## src/rtl/usb_txep_pkg.sv

```systemverilog
package usb_txep_pkg;
    // Bit positions in the control byte. Software decodes these.
    localparam int unsigned RDY_BIT = 0;
    localparam int unsigned FNE_BIT = 1;
    localparam int unsigned ERR_BIT = 2;
    localparam int unsigned FLS_BIT = 3;
    localparam int unsigned TGC_BIT = 6;

    typedef struct packed {
        logic rdy;
        logic err;
        logic irq;
    } txep_flags_t;
endpackage

```

## src/rtl/txep_occupancy.sv

```systemverilog
module txep_occupancy #(
    parameter int unsigned DEPTH = 2,
    localparam int unsigned CW = $clog2(DEPTH + 1)
) (
    input  logic          clk,
    input  logic          rst_n,
    input  logic          dbl,
    input  logic          pop,
    input  logic          clear_all,
    input  logic          push,
    input  logic          drop_one,
    output logic [CW-1:0] cnt_d,
    output logic [CW-1:0] cnt_q
);
    logic [CW-1:0] cap;
    logic [CW-1:0] mid;

    always_comb begin
        cap = dbl ? CW'(DEPTH) : CW'(1);
        // Serial events are applied first.
        if (clear_all)
            mid = '0;
        else if (pop && cnt_q != '0)
            mid = cnt_q - CW'(1);
        else
            mid = cnt_q;
        // The register write then acts on that result.
        if (drop_one)
            cnt_d = (mid != '0) ? mid - CW'(1) : '0;
        else if (push && mid < cap)
            cnt_d = mid + CW'(1);
        else
            cnt_d = mid;
    end

    always_ff @(posedge clk) begin
        if (!rst_n) cnt_q <= '0;
        else        cnt_q <= cnt_d;
    end


    flush_floor_chk: assert property (@(posedge clk) disable iff (!rst_n)
        (cnt_q == '0 && drop_one && !push) |=> cnt_q == '0);


    pop_step_chk: assert property (@(posedge clk) disable iff (!rst_n)
        (pop && cnt_q != '0 && !clear_all && !push && !drop_one)
        |=> cnt_q == $past(cnt_q) - CW'(1));
endmodule

```

## src/rtl/txep_retry.sv

```systemverilog
module txep_retry #(
    parameter int unsigned LIMIT = 3,
    localparam int unsigned RW = $clog2(LIMIT + 1)
) (
    input  logic clk,
    input  logic rst_n,
    input  logic fail,
    input  logic clr,
    output logic give_up
);
    logic [RW-1:0] tries_d, tries_q;

    always_comb begin
        give_up = fail && (tries_q == RW'(LIMIT - 1));
        if (clr || give_up)
            tries_d = '0;
        else if (fail)
            tries_d = tries_q + RW'(1);
        else
            tries_d = tries_q;
    end

    always_ff @(posedge clk) begin
        if (!rst_n) tries_q <= '0;
        else        tries_q <= tries_d;
    end


    retry_climb_chk: assert property (@(posedge clk) disable iff (!rst_n)
        (fail && !clr && !give_up) |=> tries_q == $past(tries_q) + RW'(1));


    retry_restart_chk: assert property (@(posedge clk) disable iff (!rst_n)
        (clr || give_up) |=> tries_q == '0);
endmodule

```

## src/rtl/txep_toggle.sv

```systemverilog
module txep_toggle (
    input  logic clk,
    input  logic rst_n,
    input  logic flip,
    input  logic clr,
    output logic tgl_q
);
    logic tgl_d;

    always_comb begin
        tgl_d = tgl_q;
        if (flip) tgl_d = ~tgl_q;
        if (clr)  tgl_d = 1'b0;
    end

    always_ff @(posedge clk) begin
        if (!rst_n) tgl_q <= 1'b0;
        else        tgl_q <= tgl_d;
    end


    toggle_zero_chk: assert property (@(posedge clk) disable iff (!rst_n)
        clr |=> !tgl_q);


    toggle_flip_chk: assert property (@(posedge clk) disable iff (!rst_n)
        (flip && !clr) |=> tgl_q != $past(tgl_q));
endmodule

```

## src/rtl/usb_tx_ep_ctrl.sv

```systemverilog
module usb_tx_ep_ctrl #(
    parameter int unsigned DEPTH = 2,
    parameter int unsigned RETRY_LIMIT = 3,
    localparam int unsigned CW = $clog2(DEPTH + 1)
) (
    input  logic       clk,
    input  logic       rst_n,
    input  logic       dbl_buf,
    input  logic       iso_mode,
    input  logic       reg_wr,
    input  logic [7:0] reg_wdata,
    output logic [7:0] reg_rdata,
    input  logic       phy_sent,
    input  logic       phy_nohs,
    output logic       data_toggle,
    output logic       irq
);
    import usb_txep_pkg::*;

    txep_flags_t   fl_d, fl_q;
    logic [CW-1:0] cnt_d, cnt_q, cap;
    logic          has_pkt, sent_ev, fail_ev, give_up;
    logic          flush_wr, commit_wr, abort_wr, err_clr_wr, tgl_clr_wr;

    always_comb begin
        cap        = dbl_buf ? CW'(DEPTH) : CW'(1);
        has_pkt    = (cnt_q != '0);
        sent_ev    = phy_sent && has_pkt;
        fail_ev    = phy_nohs && !phy_sent && has_pkt && !iso_mode;
        flush_wr   = reg_wr && reg_wdata[FLS_BIT];
        commit_wr  = reg_wr && reg_wdata[RDY_BIT] && !reg_wdata[FLS_BIT];
        abort_wr   = reg_wr && reg_wdata[RDY_BIT] && reg_wdata[FLS_BIT];
        err_clr_wr = reg_wr && !reg_wdata[ERR_BIT];
        tgl_clr_wr = reg_wr && reg_wdata[TGC_BIT];
    end

    txep_occupancy #(.DEPTH(DEPTH)) u_occ (
        .clk       (clk),
        .rst_n     (rst_n),
        .dbl       (dbl_buf),
        .pop       (sent_ev),
        .clear_all (give_up),
        .push      (commit_wr),
        .drop_one  (flush_wr && !abort_wr),
        .cnt_d     (cnt_d),
        .cnt_q     (cnt_q)
    );

    txep_retry #(.LIMIT(RETRY_LIMIT)) u_retry (
        .clk     (clk),
        .rst_n   (rst_n),
        .fail    (fail_ev),
        .clr     (sent_ev || flush_wr),
        .give_up (give_up)
    );

    txep_toggle u_tgl (
        .clk   (clk),
        .rst_n (rst_n),
        .flip  (sent_ev),
        .clr   (tgl_clr_wr),
        .tgl_q (data_toggle)
    );

    always_comb begin
        fl_d = fl_q;
        // Events first.
        if (sent_ev || give_up) fl_d.rdy = 1'b0;
        if (give_up)            fl_d.err = 1'b1;
        // Then the register write.
        if (flush_wr)           fl_d.rdy = 1'b0;
        else if (commit_wr)     fl_d.rdy = (cnt_d == cap);
        if (err_clr_wr)         fl_d.err = 1'b0;
        fl_d.irq = sent_ev || give_up || flush_wr;
    end

    always_ff @(posedge clk) begin
        if (!rst_n) fl_q <= '0;
        else        fl_q <= fl_d;
    end

    always_comb begin
        reg_rdata          = '0;
        reg_rdata[RDY_BIT] = fl_q.rdy;
        reg_rdata[FNE_BIT] = has_pkt;
        reg_rdata[ERR_BIT] = fl_q.err;
    end
    assign irq = fl_q.irq;


    flush_irq_chk: assert property (@(posedge clk) disable iff (!rst_n)
        (reg_wr && reg_wdata[FLS_BIT]) |=> irq);


    rdy_has_pkt_chk: assert property (@(posedge clk) disable iff (!rst_n)
        fl_q.rdy |-> cnt_q != '0);


    give_up_chk: assert property (@(posedge clk) disable iff (!rst_n)
        (give_up && !err_clr_wr && !commit_wr) |=> fl_q.err && cnt_q == '0);


    iso_quiet_chk: assert property (@(posedge clk) disable iff (!rst_n)
        (iso_mode && phy_nohs && !phy_sent && !reg_wr)
        |=> reg_rdata == $past(reg_rdata));
endmodule

```

## config.mk

```make
export PLATFORM = sky130hd
export DESIGN_NAME = usb_tx_ep_ctrl
export DESIGN_NICKNAME = d
export VERILOG_FILES = /design/src/rtl/usb_txep_pkg.sv /design/src/rtl/txep_occupancy.sv /design/src/rtl/txep_retry.sv /design/src/rtl/txep_toggle.sv /design/src/rtl/usb_tx_ep_ctrl.sv
export SDC_FILE = /design/constraint.sdc
export NUM_CORES = 1
export LEC_CHECK = 0
export ABC_AREA = 1
export BUFFER_PORTS_ARGS = -buffer_cell sky130_fd_sc_hd__buf_2
export CAP_MARGIN = 20
export CORE_AREA = 8 8 46 48
export CTS_BUF_LIST = sky130_fd_sc_hd__clkbuf_8
export DETAILED_ROUTE_END_ITERATION = 10
export DIE_AREA = 0 0 54 56
export GPL_ROUTABILITY_DRIVEN = 0
export HOLD_SLACK_MARGIN = 0.05
export MAX_ROUTING_LAYER = met4
export PLACE_DENSITY = 0.82
export SYNTH_ARGS = -nofsm -noshare
export SYNTH_HDL_FRONTEND = slang
export SYNTH_SLANG_ARGS = --single-unit
```

## constraint.sdc

```tcl
create_clock -name clk -period 2.23 [get_ports clk]
set_input_delay 0.223 -clock clk [delete_from_list [all_inputs] [get_ports clk]]
set_output_delay 0.223 -clock clk [all_outputs]
set_load 0.01 [all_outputs]
```

After elaboration in Yosys (flattened, before gate mapping)
Cells that the tools add are included.
{ "word_totals": {"word_cells": 53, "inputBits": 15, "reg_bits": 8, "output_inout_bits": 10} }
{ "op_classes": {"n_eq_ne": 2, "add_sub_neg": 4, "bitwise": 2, "magnitude_cmp": 1, "mux": 8, "reduce_logical": 30} }
{ "ops": {"columns": ["operator", "n"], "rows": [
  ["1-bit logical AND", 14],
  ["2-bit 2-to-1 mux", 6],
  ["2-bit OR reduction", 4],
  ["2-bit nonzero test", 3],
  ["1-bit logical NOT", 5],
  ["2-bit by 1-bit adder with 2-bit output (second input constant)", 2],
  ["1-bit logical OR", 4],
  ["2-bit by 1-bit subtractor with 2-bit output (second input constant)", 2],
  ["2-bit equality test", 1],
  ["2-bit equality test (second input constant)", 1],
  ["2-bit < comparator", 1],
  ["1-bit 2-to-1 mux", 2],
  ["1-bit NOT", 2]
]} }

Longest topological paths before layout
Gate-level depths: netlist of the first run.
{ "depth": {"word_depth": 12, "mapped_depth": 19, "ltp_nobuf": 19} }

Hierarchy
From an unflattened synthesis of the first run, not the netlist that was laid out.
{ "hier_totals": {"cells_unflattened": 103, "area_unflattened_um2": 649.4} }
{ "by_module_without_submodules": {"columns": ["mod", "instances", "area_per_inst_um2", "cells_each", "seq_area_each_um2"], "rows": [
  ["usb_tx_ep_ctrl", 1, 262.8, 43, 60.1],
  ["txep_occupancy", 1, 215.2, 33, 40.0],
  ["txep_retry", 1, 118.9, 18, 40.0],
  ["txep_toggle", 1, 52.6, 9, 20.0]
]} }

Least setup slack after synthesis of the first run
No wires, ideal clock.
{ "synth_path": {"kind": "reg2reg", "startpoint": "register u_occ.cnt_q[0]", "endpoint": "register fl_q, in the netlist reg_rdata[0]", "setup_slack_ps": 237, "period_less_slack_ps": 1993, "arrival_ps": 1881, "required_time_ps": 2119, "path_stages_with_launch": 18, "n_path_buf": 0, "setup_ps": 111, "cell_sequence": "dfxtp_1 > inv_1 > ha_1 > nor2_2 > nand3_2 > nand2_1 > inv_1 > ha_1 > nand2_4 > nand2_4 > nand2_2 > nand3_2 > nand2_2 > nand2_1 > nand2_1 > nor2_1 > nor2_1 > nor2_1"} }
{ "synth_between": {"elab_chain_len": 11, "elab_cells_between_ends": 21, "cone_classes": "add/sub: 3; order compare: 1; eq/ne: 1; mux: 6; reduce/logical: 10"} }
{ "synth_lines": {"columns": ["item", "line_no", "source"], "rows": [
  ["start: declaration", "txep_occupancy.sv:13", "output logic [CW-1:0] cnt_q"],
  ["start signal: assignment", "txep_occupancy.sv:38", "else cnt_q <= cnt_d;"],
  ["parallel branches: the longest is 11 deep, another holds 2-bit by 1-bit subtractor with 2-bit output", null, null],
  ["end signal: assignment", "usb_tx_ep_ctrl.sv:79", "else fl_q <= fl_d;"],
  ["end: declaration", "usb_tx_ep_ctrl.sv:20", "txep_flags_t fl_d, fl_q;"]
]} }
Parallel ways; which one is timed is not known.
A chain may end at the register's enable or synchronous reset.

Worst setup path in the final report of the first run
Same ends and word-level chain as after synthesis.

==> results of run 1 <==
## critical path: cells and delay by family, from the launching register on
kind / cells / cell delay [ns]
fa+ha+maj: 2 / 0.38
simple gates: 12 / 1.02
flops: 1 / 0.33
buf+inv: 3 / 0.19
compound gates: 1 / 0.06
## power by group
group | total (mW) | switching, mW | internal [mW]
Clock | 0.170 | 0.0537 | 0.117
Combinational | 0.249 | 0.154 | 0.0953
Sequential | 0.164 | 0.00681 | 0.157
## sequential cells by signal, indices dropped and copies added, names as in the netlist
name	flops
u_tgl.tgl_q	1
reg_rdata	2
irq	1
u_occ.cnt_q	2
u_retry.tries_q	2
## area by class of cell
class,instances,share of cell area
Multi-Input combinational cell,64,0.533
Sequential cell,8,0.211
Timing Repair Buffer,16,0.108
Inverter,14,0.0686
Clock buffer,3,0.0539
Tap cell,16,0.0261
## per-layer routing
layer,global-route usage,vias up,routed length (um)
met5,-,-,0
met4,0.0317,0,0
met3,0.0348,0,89
met2,0.149,16,642
met1,0.0975,255,568
li1,-,301,-
## logic make-up (layout without fill, tap and decap cells)
family / Yosys count / after routing / synth area share
simple gates: 45 / 45 / 0.400
buf+inv: 20 / 33 / 0.153
flops: 8 / 8 / 0.251
compound gates: 7 / 7 / 0.0647
fa+ha+maj: 5 / 5 / 0.0980
xor+xnor: 2 / 2 / 0.0275
other cells: 1 / 5 / 0.00588
## placed cells by master, fill, tap and decap left out
master                     instances
sky130_fd_sc_hd__a221oi_1          1
sky130_fd_sc_hd__dfxtp_1           7
sky130_fd_sc_hd__inv_2             2
sky130_fd_sc_hd__inv_1            12
sky130_fd_sc_hd__nand2_4           4
sky130_fd_sc_hd__buf_2            15
sky130_fd_sc_hd__nand2_1          15
sky130_fd_sc_hd__nand3_2           3
sky130_fd_sc_hd__or2_2             1
sky130_fd_sc_hd__ha_4              1
sky130_fd_sc_hd__nand3_1           6
sky130_fd_sc_hd__nor2_1            7
sky130_fd_sc_hd__xor2_1            2
sky130_fd_sc_hd__conb_1            5
sky130_fd_sc_hd__a21oi_1           4
sky130_fd_sc_hd__nor2_4            1
sky130_fd_sc_hd__nor2_2            2
sky130_fd_sc_hd__nand2_2           6
sky130_fd_sc_hd__clkbuf_8          3
sky130_fd_sc_hd__buf_4             1
sky130_fd_sc_hd__dfxtp_2           1
sky130_fd_sc_hd__ha_1              4
sky130_fd_sc_hd__a211oi_1          1
sky130_fd_sc_hd__o21ai_1           1
## worst paths after layout
check | slack (ns) | start | to
worst max-delay path | 0.18 | u_occ.cnt_q[0]$_SDFF_PN0_ | reg_rdata[0]$_SDFFE_PP0P_
worst min-delay path | 0.19 | reg_wdata[6] | u_tgl.tgl_q$_SDFFE_PP0P_
worst max register to register | 0.18 | u_occ.cnt_q[0]$_SDFF_PN0_ | reg_rdata[0]$_SDFFE_PP0P_
worst min register to register | 0.47 | u_retry.tries_q[1]$_SDFFE_PP0N_ | u_retry.tries_q[1]$_SDFFE_PP0N_
## timing repair
action	4_1_cts	5_1_grt
gates resized for setup	0	4
hold buffers	0	0
setup endpoints to repair	0	1
## metrics by stage
| step | utilization | power, mW |
|---|---|---|
| floorplan | - | 0.363 |
| global route | 0.533 | 0.633 |
| detailed placement | 0.495 | 0.400 |
| global placement | 0.495 | 0.390 |
| finish | 0.533 | 0.583 |
| CTS | 0.524 | 0.574 |
==> results.md, run 1 <==
- Yosys mapped a number of flops with a built-in enable equal to 0.
- In this run the count of I/O pins placed on the die edge is 25.
- The via count is 572.
- Once detail routing completed, the nets flagged for antenna violations numbered 0.
- Once routing completed, OpenROAD measured the worst setup slack at 0.179 ns.
- Counting cells, the worst reg-to-reg path comes to 18.
- The clock sink count is 8.
- Walking the worst path, the cells encountered are inv_1, ha_1, inv_2, nand2_2, nand2_1, o21ai_1, nand2_1, inv_2, ha_4, nor2_4, nand2_4, nand2_2, nand3_2, nand3_1, nand2_1, nor2_1, nor2_1, nor2_1.
- The clock passes through at most 2 buffers.
- The die is 56 um tall.
- In this run the horizontal extent of the chip is 54 um.
- For this run, design rule violations remaining after detail routing come to 0.
- The count of final max-slew check failures was 0.
- The clock-pin slew on the worst setup and hold paths is 0.04 ns.
- The areal power density over the cells is 762 mW/mm^2.
- The post-CTS repair timing setup buffer count is 0.
- The post-synthesis to final-layout area growth is 20.0%.
- The count of cells in the finished layout, fillers not included, comes to 121.
- The flow ran to the end, and the final reports show no timing, DRC or antenna violations.
- The largest fanout of any net on the critical path is 5.
- The critical path is of the reg -> reg type.
- The via count of the first global-routing pass is 569.
- The initial DRC count is 8.
- The period utilization is 0.920.
- The first-pass GRT wire length is 2180 um.
- The fraction of synthesis flops using an asynchronous set or reset pin is 0.
- The setup total negative slack is 0 ns.
- On the worst path, the slowest cell contributes a delay of 0.33 ns.
- The leakage power of the design is 0.394 nW.
- The cell taking the most area after synthesis is sky130_fd_sc_hd__dfxtp_1.
- The share of the Yosys chip area taken by registers is 0.251.
- Using the TritonRoute via totals, the vias-per-cell ratio works out to 4.73.
- The required time of the critical path is 2.39 ns.
- The hold violation count in the final report is 0.
- In the final routed layout, each cell accounts on average for 10.8 um.
- Sorting the synthesized cells by area gives the leading types as sky130_fd_sc_hd__dfxtp_1, sky130_fd_sc_hd__ha_1, sky130_fd_sc_hd__nand2_1.
- In the synthesized netlist, the number of instances is 88.
- On the final layout, the worst hold slack is 0.188 ns.
- The quantity of I/O buffers inserted on ports is 15.
- The worst hold-check path type is in -> reg.
- After synthesis, the most frequently instantiated cells are sky130_fd_sc_hd__nand2_1, sky130_fd_sc_hd__inv_1, sky130_fd_sc_hd__dfxtp_1.
- The overall track demand over capacity in global routing is 0.0918.
- The clock insertion delay at the later pin of the skew report is 0.22 ns.
- Summing every instance area after synthesis gives 638 sq um.
- In this run, placement finished with an instance count of 118.
- The number of antenna violations at the first check in global routing is 0.
- The category of the worst setup path capture point is a register.
- The number of detailed-route iterations in the first pass is 4.
- The synthesized design contains 8 register bits.
- The final net count is 127.
- Among all flip-flop cells after synthesis, the most frequent one is sky130_fd_sc_hd__dfxtp_1.
- The die area is 0.00302 sq mm.
- The share of Yosys cell area claimed by the top area cell type is 0.251.
- The root buffer cell chosen for the clock tree is sky130_fd_sc_hd__clkbuf_8.
- The clock skew after layout is 0.00130 ns.
- Entering global routing, the biggest net connects 6 pins.
- The fraction of layout instances using a drive strength above 1 is 0.381.
- The slowest cell on the critical path is sky130_fd_sc_hd__dfxtp_2.
- Timing would allow up to 0.488 GHz.
- Setup violations remaining at the end of the flow were counted as 0.
- Across the whole layout, storage elements account for 161 sq um.
- The standard cell core area is 0.00144 sq mm.
- The repair_antennas step left the layout with diodes totalling 0.
- In this run the cell area measured after placement is 711 sq um.
- The final design instance area without fill is 766 sq um.
- The routed design could run at a clock period as short as 2.05 ns.
- The critical path startpoint category is a register.
- The number of library cell types mapped by synthesis is 20.
- The Yosys step of the flow raised 0 warnings.
- Buffers inserted during clock tree synthesis total 3.
- The pre-CTS setup slack is 0.0799 ns.
- Across the run, the number of max-cap violations was 0.
- By instance count, the leading cell after synthesis is sky130_fd_sc_hd__nand2_1.
- The multi-input combinational cells in the finished layout cover a total of 408 sq um.
- Summed over all nets, the half-perimeter wirelength after detailed placement is 1120 um.
- After global routing the overflow that remains totals 0.
- The cell depth of the worst hold path is 2.
- After filler insertion, the fill cell instance count of the layout stands at 135.
- For this configuration, the core starts out at a cell density of 0.444.
- The per-instance average area after synthesis is 7.25 sq um.
- Wires add up to 1300 um.
- CTS built an H-tree with a depth of 1.
- Across the VDD grid, the largest voltage drop is 0.411 mV.
- The row count is 14.
- The TritonCTS clock tree is built.
- At the worst endpoint, the arrival time is 2.21 ns.
Note: power is estimated with default switching activity, not from simulation.
==> run 2, diff against run 1 <==
- PLACE_DENSITY: 0.82 -> 0.83
- RECOVER_POWER: not set -> 50
- SYNTH_HIERARCHICAL: not set -> 1
- clock period: 2.23 -> 2.3 ns (I/O delays scaled with it)
==> run 2 against run 1 <==
Net effect: worst hold slack better by 0.044 ns; total power down 34%; final cell count up 14%; non-clock buffer count up 2; critical path depth down 3; setup slack better by 0.0057 ns; routed wire length up 1.3%; via count up 8.2%; combinational power down 72%; global-route usage up 0.35 points; critical path type unchanged; critical endpoint unchanged.
==> results.md, run 2 <==
- Outcome: finished, final reports clean (unchanged).
- The overflow left after global routing was 0 (unchanged).
- The clock-pin slew on the worst setup and hold paths is 0.04 ns (about the same).
- The fraction of synthesis flops using an asynchronous set or reset pin is 0 (unchanged).
- The count of hold buffers inserted by post-cts repair is 0 (unchanged).
- The critical path class is reg -> reg (unchanged).
- The row count is 14 (unchanged).
- The per-instance average area after synthesis was 6.30 sq um (was 7.25 sq um).
- The number of nets with antenna violations after routing is 0 (unchanged).
- The number of detailed-route iterations in the first pass came to 4 (unchanged).
- Top cells by area in the synthesized netlist: sky130_fd_sc_hd__dfxtp_1, sky130_fd_sc_hd__nand2_1, sky130_fd_sc_hd__inv_1 (was sky130_fd_sc_hd__dfxtp_1, sky130_fd_sc_hd__ha_1, sky130_fd_sc_hd__nand2_1).
- The clock sink count was 8 (unchanged).
- The final critical delay including setup and external delays came to 2.12 ns (was 2.05 ns).
- The die area is 0.00302 sq mm (unchanged).
- The initial DRC count is 5 (was 8).
- The initial core utilization is 0.452 (was 0.444).
- Leaving out fill and tap cells, the most frequent cell in the layout is sky130_fd_sc_hd__nand2_1.
- The fraction of layout instances using a drive strength above 1 is 0.295 (was 0.381).
- The fmax was 0.473 GHz (was 0.488 GHz).
- The period utilization is 0.920 (about the same).
- The data arrival time of the critical path was 2.29 ns (was 2.21 ns).
- The final net count is 142 (was 127).
- The setup total negative slack is 0 ns (unchanged).
- The required time of the critical path came to 2.48 ns (was 2.39 ns).
- The utilization after layout is 0.544 (was 0.533).
- The total length of routed met3 wires is 135 um (was 89 um).
- The aggregate routed wire length was 1320 um (was 1300 um).
- The count of final max-slew check failures came to 0 (unchanged).
- The final design instance area without fill is 781 sq um (was 766 sq um).
- The worst hold-check path type is in -> reg (unchanged).
- The leakage power of the design is 0.430 nW (was 0.394 nW).
- The number of library cell types mapped by synthesis came to 22 (was 20).
- The first element of the critical path is u_occ/cnt_q[0]$_SDFF_PN0_ (was u_occ.cnt_q[0]$_SDFF_PN0_).
- The count of pins on the block boundary is 25 (unchanged).
- The number of synthesis warnings was 6 (was 0).
- The final setup violation count was 0 (unchanged).
- The hold path startpoint is reg_wr (was reg_wdata[6]).
- The quantity of I/O buffers inserted on ports came to 15 (unchanged).
- The master cell of the clock root buffer is sky130_fd_sc_hd__clkbuf_8 (unchanged).
- The clock skew after layout is 0.00808 ns (was 0.00130 ns).
- The library cell with the highest instance count after synthesis is sky130_fd_sc_hd__nand2_1 (unchanged).
- The number of antenna violations at the first check in global routing is 0 (unchanged).
- The cell depth of the worst hold path came to 2 (unchanged).
- The number of maximum-capacitance violations is 0 (unchanged).
- The number of synthesized flops with an enable pin is 0 (unchanged).
- The total number of H-tree levels is 1 (unchanged).
- Setup repair after global routing left no endpoint under its margin.
- The standard cell core area was 0.00144 sq mm (unchanged).
- The routed wire length on met2 is 591 um (was 642 um).
- The fraction of the yosys area taken by sequential cells was 0.247 (was 0.251).
- The gate count after technology mapping is 103 (was 88).
- The slowest cell on the critical path is sky130_fd_sc_hd__dfxtp_2 (unchanged).
- The number of buffers added by the clock tree synthesis step is 3 (unchanged).
- The height of the die came to 56 um (unchanged).
- Most frequent cells in the layout: sky130_fd_sc_hd__nand2_1, sky130_fd_sc_hd__inv_1, sky130_fd_sc_hd__buf_2 (was sky130_fd_sc_hd__nand2_1, sky130_fd_sc_hd__buf_2, sky130_fd_sc_hd__inv_1).
- The width of the die is 54 um (unchanged).
- The number of buffers and inverters on the critical path is 3 (unchanged).
- The via count is 619 (was 572).
- The highest metal layer with signal wires was met4 (was met3).
- The first-pass GRT wire length was 2170 um (was 2180 um).
- The cell taking the most area after synthesis is sky130_fd_sc_hd__dfxtp_1 (unchanged).
- The kind of cell adding the most delay to the critical path is simple AND/OR/NAND/NOR gates (unchanged).
- The critical path startpoint category is a register (unchanged).
- The post-synthesis to final-layout area growth is 20.2% (was 20.0%).
- The delay of the slowest critical-path stage came to 0.35 ns (was 0.33 ns).
- The cell repeated most along the worst path is sky130_fd_sc_hd__nand2_1.
- Cell-by-cell trace of the critical path: nor2_1, nor4_2, nand2_1, inv_2, inv_1, nand3_2, inv_1, ha_1, nor2_1, nand2_1, nand2_1, nand3_1, nand3_1, nand2_1, nor2_2 (was inv_1, ha_1, inv_2, nand2_2, nand2_1, o21ai_1, nand2_1, inv_2, ha_4, nor2_4, nand2_4, nand2_2, nand3_2, nand3_1, nand2_1, nor2_1, nor2_1, nor2_1).
- The category of the worst setup path capture point is a register (unchanged).
- The hold violation count in the final report came to 0 (unchanged).
- The number of cells on the worst reg-to-reg path is 15 (was 18).
- The overall track demand over capacity in global routing is 0.0953 (was 0.0918).
- The via count of the first global-routing pass is 579 (was 569).
- The detailed-placement wirelength estimate came to 1110 um (was 1120 um).
- The total DRC errors in the routed layout is 0 (unchanged).
- The worst-case clock buffer depth is 2 (unchanged).
- The cell area reported after detailed placement was 722 sq um (was 711 sq um).
- Ranking of synthesized cells by instance count: sky130_fd_sc_hd__nand2_1, sky130_fd_sc_hd__inv_1, sky130_fd_sc_hd__dfxtp_1 (unchanged).
- The clock insertion delay at the later pin of the skew report is 0.24 ns (was 0.22 ns).
- The total standard cell area after synthesis is 649 sq um (was 638 sq um).
- The share of Yosys cell area claimed by the top area cell type is 0.247 (was 0.251).
- The largest net degree at the start of global routing was 7 (was 6).
- The ratio of routed vias to standard cells is 4.49 (was 4.73).
- The largest fanout of any net on the critical path is 4 (was 5).
- The routed metal-1 wire length is 577 um (was 568 um).
- The synthesized flop and latch total is 8 (unchanged).
- The TritonCTS clock tree is built (unchanged).
- The detail-routed net length per standard cell was 9.55 um (was 10.8 um).
- The number of antenna diodes is 0 (unchanged).
- The prevailing post-synth register cell is sky130_fd_sc_hd__dfxtp_1 (unchanged).
- The logic depth of the worst setup path including buffers is 15 (was 18).
- The maximum vdd ir drop is 0.399 mV (was 0.411 mV).
- The areal power density over the cells is 496 mW/mm^2 (was 762 mW/mm^2).
- The startpoint of the lowest-slack register-to-register path is u_occ/cnt_q[0]$_SDFF_PN0_ (was u_occ.cnt_q[0]$_SDFF_PN0_).
## run 2: changes by cell type in the layout (fill, tap and decap cells not counted), moves of 2 or more
| cell | delta |
|---|---|
| sky130_fd_sc_hd__a21oi_1 | -2 |
| sky130_fd_sc_hd__a21oi_2 | +2 |
| sky130_fd_sc_hd__buf_2 | -5 |
| sky130_fd_sc_hd__buf_4 | +2 |
| sky130_fd_sc_hd__clkbuf_1 | +5 |
| sky130_fd_sc_hd__inv_1 | +10 |
| sky130_fd_sc_hd__inv_2 | +2 |
| sky130_fd_sc_hd__nand2_1 | +12 |
| sky130_fd_sc_hd__nand2_2 | -3 |
| sky130_fd_sc_hd__nand2_4 | -4 |
| sky130_fd_sc_hd__nand3_2 | -2 |
| sky130_fd_sc_hd__xor2_1 | -2 |
## run 2: metal layers
layer  track usage  up-vias
li1              -      333
met1         0.105      261
met2         0.136       21
met3        0.0455        4
met4        0.0528        0
met5             -        -
## run 2: path summary, 6_finish.rpt
kind / endpoint / slack [ns]
max reg2reg: reg_rdata[0]$_SDFFE_PP0P_ / 0.18
min: reg_rdata[2]$_SDFFE_PP0P_ / 0.23
min reg2reg: u_retry/tries_q[0]$_SDFFE_PP0P_ / 0.50
max: reg_rdata[0]$_SDFFE_PP0P_ / 0.18
## run 2: cell type report
class                   count  area, sq um
multi-input cells          67          368
flip-flops and latches      8          163
clock buffers               3         41.3
well taps                  16         20.0
fillers                   157          656
inverters                  26         97.6
repair buffers             18         91.3
## run 2: cell families after synthesis
group | count (synthesis) | synth area share
DFF | 8 | 0.247
other | 1 | 0.00577
adders and majority gates | 3 | 0.0578
AOI/OAI and AO/OA | 6 | 0.0636
and+or+nand+nor | 53 | 0.407
buffers and inverters | 32 | 0.220
## run 2: what timing repair did
| item | CTS | global route |
|---|---|---|
| endpoints found under the setup margin | 0 | 1 |
| setup buffers | 0 | 2 |
| resized for setup | 0 | 4 |
## run 2: per-stage QoR
| step | std cells | power [mW] | hold WS [ns] | setup slack [ns] |
|---|---|---|---|---|
| after floorplan | 107 | 0.202 | 0.320 | 0.148 |
| after global placement | 133 | 0.214 | 0.466 | 0.131 |
| after detailed placement | 133 | 0.217 | 0.474 | 0.0758 |
| after CTS | 136 | 0.393 | 0.231 | 0.0545 |
| final | 138 | 0.387 | 0.233 | 0.185 |
| after global routing | 138 | 0.413 | 0.237 | 0.0153 |
## run 2: power breakdown
group	switching (mW)	total, mW	internal (mW)
Combinational	0.0429	0.0690	0.0262
Clock	0.0585	0.172	0.114
Sequential	0.00253	0.146	0.144
Total	0.104	0.387	0.283
==> run 3, diff against run 2 <==
--- a/config.mk
+++ b/config.mk
@@ -6,5 +6,5 @@
 export NUM_CORES = 1
 export LEC_CHECK = 0
-export ABC_AREA = 1
+export ABC_AREA = 0
 export BUFFER_PORTS_ARGS = -buffer_cell sky130_fd_sc_hd__buf_2
 export CAP_MARGIN = 20
@@ -16,8 +16,7 @@
 export HOLD_SLACK_MARGIN = 0.05
 export MAX_ROUTING_LAYER = met4
-export PLACE_DENSITY = 0.83
+export PLACE_DENSITY = 0.82
 export RECOVER_POWER = 50
 export SYNTH_ARGS = -nofsm -noshare
 export SYNTH_HDL_FRONTEND = slang
-export SYNTH_HIERARCHICAL = 1
 export SYNTH_SLANG_ARGS = --single-unit
==> constraint.sdc (replaced) <==
create_clock -name clk -period 2.3 [get_ports clk]
set_input_delay 0.46 -clock clk [delete_from_list [all_inputs] [get_ports clk]]
set_output_delay 0.46 -clock clk [all_outputs]
set_load 0.01 [all_outputs]
==> run 3 against run 2 <==
Net effect: the run now ends with setup timing left; count of clock-buffer cells in the layout unchanged; via count up 1.9%; global-route usage up 2.6 points; flip-flop and latch count unchanged; fmax down 13%; non-clock buffer count up 12; combinational power rose to 4.4 times the previous value; setup slack worse by 0.31 ns; critical path depth down 4; worst hold slack better by 0.25 ns; sequential share of layout area down 3.2 points.
==> results.md, run 3 <==
- The final hold slack is 0.480 ns (was 0.233 ns).
- The initial core utilization is 0.443 (was 0.452).
- The final setup violation count is 1 (was 0).
- Most frequent cells in the layout: sky130_fd_sc_hd__buf_4, sky130_fd_sc_hd__buf_2, sky130_fd_sc_hd__nor2_1 (was sky130_fd_sc_hd__nand2_1, sky130_fd_sc_hd__inv_1, sky130_fd_sc_hd__buf_2).
- The total DRC errors in the routed layout is 0 (unchanged).
- The largest fanout of any net on the critical path is 5 (was 4).
- The worst-case clock buffer depth came to 2 (unchanged).
- The most common cell after layout, fill and taps aside is sky130_fd_sc_hd__buf_4 (was sky130_fd_sc_hd__nand2_1).
- The standard cell core area is 0.00144 sq mm (unchanged).
- The width of the die is 54 um (unchanged).
- The overflow left after global routing is 0 (unchanged).
- The number of standard cells in the layout, taps in and fillers out was 122 (was 138).
- The total standard cell area after synthesis is 636 sq um (was 649 sq um).
- The worst hold-check path type is reg -> reg (was in -> reg).
- The detail-routed net length per standard cell is 13.8 um (was 9.55 um).
- The largest net degree at the start of global routing is 9 (was 7).
- The TritonCTS clock tree was built (unchanged).
- The aggregate routed wire length is 1690 um (was 1320 um).
- The fraction of synthesis flops using an asynchronous set or reset pin came to 0 (unchanged).
- The leakage power of the design is 0.429 nW (was 0.430 nW).
- The final critical delay including setup and external delays came to 2.42 ns (was 2.12 ns).
- The hold path startpoint is reg_rdata[2]$_SDFFE_PP0P_ (was reg_wr).
- The number of nets with antenna violations after routing is 0 (unchanged).
- The number of library cell types mapped by synthesis was 34 (was 22).
- The master cell of the clock root buffer is sky130_fd_sc_hd__clkbuf_8 (unchanged).
- The hold violation count in the final report is 0 (unchanged).
- The data arrival time of the critical path is 2.58 ns (was 2.29 ns).
- The required time of the critical path was 2.45 ns (was 2.48 ns).
- The total placed cells including tap cells is 118 (was 133).
- The startpoint of the lowest-slack register-to-register path is u_occ.cnt_q[0]$_SDFF_PN0_ (was u_occ/cnt_q[0]$_SDFF_PN0_).
- The per-instance average area after synthesis is 8.47 sq um (was 6.30 sq um).
- Top cells by area in the synthesized netlist: sky130_fd_sc_hd__dfxtp_1, sky130_fd_sc_hd__ha_1, sky130_fd_sc_hd__buf_4 (was sky130_fd_sc_hd__dfxtp_1, sky130_fd_sc_hd__nand2_1, sky130_fd_sc_hd__inv_1).
- The library cell with the highest instance count after synthesis is sky130_fd_sc_hd__nor2_1 (was sky130_fd_sc_hd__nand2_1).
- The worst hold endpoint is reg_rdata[2]$_SDFFE_PP0P_ (unchanged).
- The post-synthesis to final-layout area growth is 44.3% (was 20.2%).
- The area of combinational cells with multiple inputs is 485 sq um (was 368 sq um).
- The prevailing post-synth register cell is sky130_fd_sc_hd__dfxtp_1 (unchanged).
- The clock insertion delay at the later pin of the skew report was 0.23 ns (was 0.24 ns).
- Ranking of synthesized cells by instance count: sky130_fd_sc_hd__nor2_1, sky130_fd_sc_hd__dfxtp_1, sky130_fd_sc_hd__inv_1 (was sky130_fd_sc_hd__nand2_1, sky130_fd_sc_hd__inv_1, sky130_fd_sc_hd__dfxtp_1).
- The initial DRC count is 18 (was 5).
- The fraction of the yosys area taken by sequential cells came to 0.252 (was 0.247).
- The row count is 14 (unchanged).
- The critical path class is reg -> reg (unchanged).
- The ratio of routed vias to standard cells is 5.17 (was 4.49).
- The die area was 0.00302 sq mm (unchanged).
- The height of the die is 56 um (unchanged).
- The total number of H-tree levels was 1 (unchanged).
- The via count of the first global-routing pass was 655 (was 579).
- The first-pass GRT wire length is 2800 um (was 2170 um).
- The detailed-placement wirelength estimate came to 1280 um (was 1110 um).
- The overall track demand over capacity in global routing was 0.121 (was 0.0953).
- The count of filler cells inserted in the layout came to 141 (was 157).
- The areal power density over the cells was 695 mW/mm^2 (was 496 mW/mm^2).
- The number of antenna diodes is 0 (unchanged).
- The count of hold buffers inserted by post-cts repair is 0 (unchanged).
- The quantity of I/O buffers inserted on ports is 15 (unchanged).
- The period utilization is 1.05 (was 0.920).
- The number of antenna violations at the first check in global routing is 0 (unchanged).
- The post-route worst setup slack is -0.124 ns (was 0.185 ns).
- The clock sink count is 8 (unchanged).
- The number of maximum-capacitance violations is 0 (unchanged).
- The maximum vdd ir drop was 0.363 mV (was 0.399 mV).
- The share of Yosys cell area claimed by the top area cell type is 0.252 (was 0.247).
- The cell taking the most area after synthesis is sky130_fd_sc_hd__dfxtp_1 (unchanged).
- The count of final max-slew check failures is 0 (unchanged).
- The final design instance area without fill was 917 sq um (was 781 sq um).
- The fmax is 0.413 GHz (was 0.473 GHz).
- The via count is 631 (was 619).
- The cell area reported after detailed placement is 855 sq um (was 722 sq um).
- The count of pins on the block boundary was 25 (unchanged).
- The final net count is 128 (was 142).
- The fraction of layout instances using a drive strength above 1 is 0.415 (was 0.295).
- Unrepaired setup endpoints after global routing: true (was false).
- The pre-CTS setup slack is -0.249 ns (was 0.0758 ns).
- Outcome: finished with violations (was finished, final reports clean).
- The clock skew after layout is 0.00233 ns (was 0.00808 ns).
- The number of buffers added by the clock tree synthesis step is 3 (unchanged).
- The number of synthesis warnings is 0 (was 6).
- The number of cells on the worst reg-to-reg path is 11 (was 15).
- The cell depth of the worst hold path is 2 (unchanged).
- The capture instance of the worst register-to-register path is reg_rdata[0]$_SDFFE_PP0P_ (unchanged).
- The checks that failed: setup timing.
- The gate count after technology mapping was 75 (was 103).
- The critical path startpoint category is a register (unchanged).
- The clock-pin slew on the worst setup and hold paths is 0.04 ns (about the same).
- The number of detailed-route iterations in the first pass is 4 (unchanged).
- The synthesized flop and latch total is 8 (unchanged).
- The category of the worst setup path capture point is a register (unchanged).
- The total area of sequential cells came to 161 sq um (was 163 sq um).
- The number of synthesized flops with an enable pin is 0 (unchanged).
- The setup slack of the worst register-to-register path is -0.12 ns (was 0.18 ns).
-- run 3: cell families after synthesis --
family                     Yosys count  synth area share
and+or+nand+nor                     30             0.299
AOI/OAI and AO/OA                   15             0.181
buffers and inverters               13             0.112
DFF                                  8             0.252
adders and majority gates            5            0.0984
xor gates and xnor gates             2            0.0276
other                                1           0.00590
muxes                                1            0.0236
-- run 3: repair_timing --
action / in CTS / in global routing
setup buffers: 1 / 0
gates resized for setup: 3 / 1
pin swaps: 5 / 0
setup endpoints to repair: 3 / 3
-- run 3: layer usage --
metal / vias up / GRT usage / wire length, um
met2: 18 / 0.199 / 893
met4: 0 / 0.0669 / 72
met5: - / - / 0
met3: 6 / 0.0401 / 101
met1: 289 / 0.120 / 619
li1: 318 / - / -
-- run 3: cell type report --
cell class / instances / area share
Sequential cell: 8 / 0.176
Timing Repair Buffer: 30 / 0.199
Inverter: 7 / 0.0286
Multi-Input combinational cell: 58 / 0.529
Clock buffer: 3 / 0.0450
Tap cell: 16 / 0.0218
-- run 3: metrics by stage --
stage	utilization	TNS [ns]	total power, mW
after floorplan	-	-0.305	0.345
after global placement	0.595	-0.269	0.434
after detailed placement	0.595	-0.326	0.446
after CTS	0.639	-0.115	0.636
after global routing	0.639	-0.280	0.686
final	0.639	-0.124	0.638
-- run 3: worst max path at each step --
stage          slack, ns                       from                         to
2_1_floorplan      -0.25  u_occ.cnt_q[0]$_SDFF_PN0_  reg_rdata[0]$_SDFFE_PP0P_
3_3_place_gp       -0.23                   phy_sent  reg_rdata[0]$_SDFFE_PP0P_
3_5_place_dp       -0.25                   phy_sent  reg_rdata[0]$_SDFFE_PP0P_
4_1_cts            -0.12  u_occ.cnt_q[0]$_SDFF_PN0_  reg_rdata[0]$_SDFFE_PP0P_
5_1_grt            -0.23  u_occ.cnt_q[0]$_SDFF_PN0_  reg_rdata[0]$_SDFFE_PP0P_
6_report           -0.12  u_occ.cnt_q[0]$_SDFF_PN0_  reg_rdata[0]$_SDFFE_PP0P_
-- run 3: report_power, final --
| group | switching (mW) | internal, mW | leakage, nW | total, mW |
|---|---|---|---|---|
| clock network | 0.0547 | 0.113 | 0.0216 | 0.168 |
| registers | 0.00779 | 0.154 | 0.0655 | 0.162 |
| logic | 0.146 | 0.162 | 0.342 | 0.307 |
| total | 0.208 | 0.429 | 0.429 | 0.638 |
-- run 3: worst max-delay path, stage by stage, from the launching register on --
cell	delay, ns
sky130_fd_sc_hd__dfxtp_2	0.33
sky130_fd_sc_hd__inv_2	0.05
sky130_fd_sc_hd__ha_4	0.17
sky130_fd_sc_hd__nor4b_4	0.27
sky130_fd_sc_hd__a221oi_2	0.12
sky130_fd_sc_hd__ha_2	0.19
sky130_fd_sc_hd__nand4bb_4	0.23
sky130_fd_sc_hd__a2111oi_4	0.23
sky130_fd_sc_hd__nor3_2	0.09
sky130_fd_sc_hd__mux2_4	0.32
sky130_fd_sc_hd__a211o_1	0.28
sky130_fd_sc_hd__o211ai_2	0.07
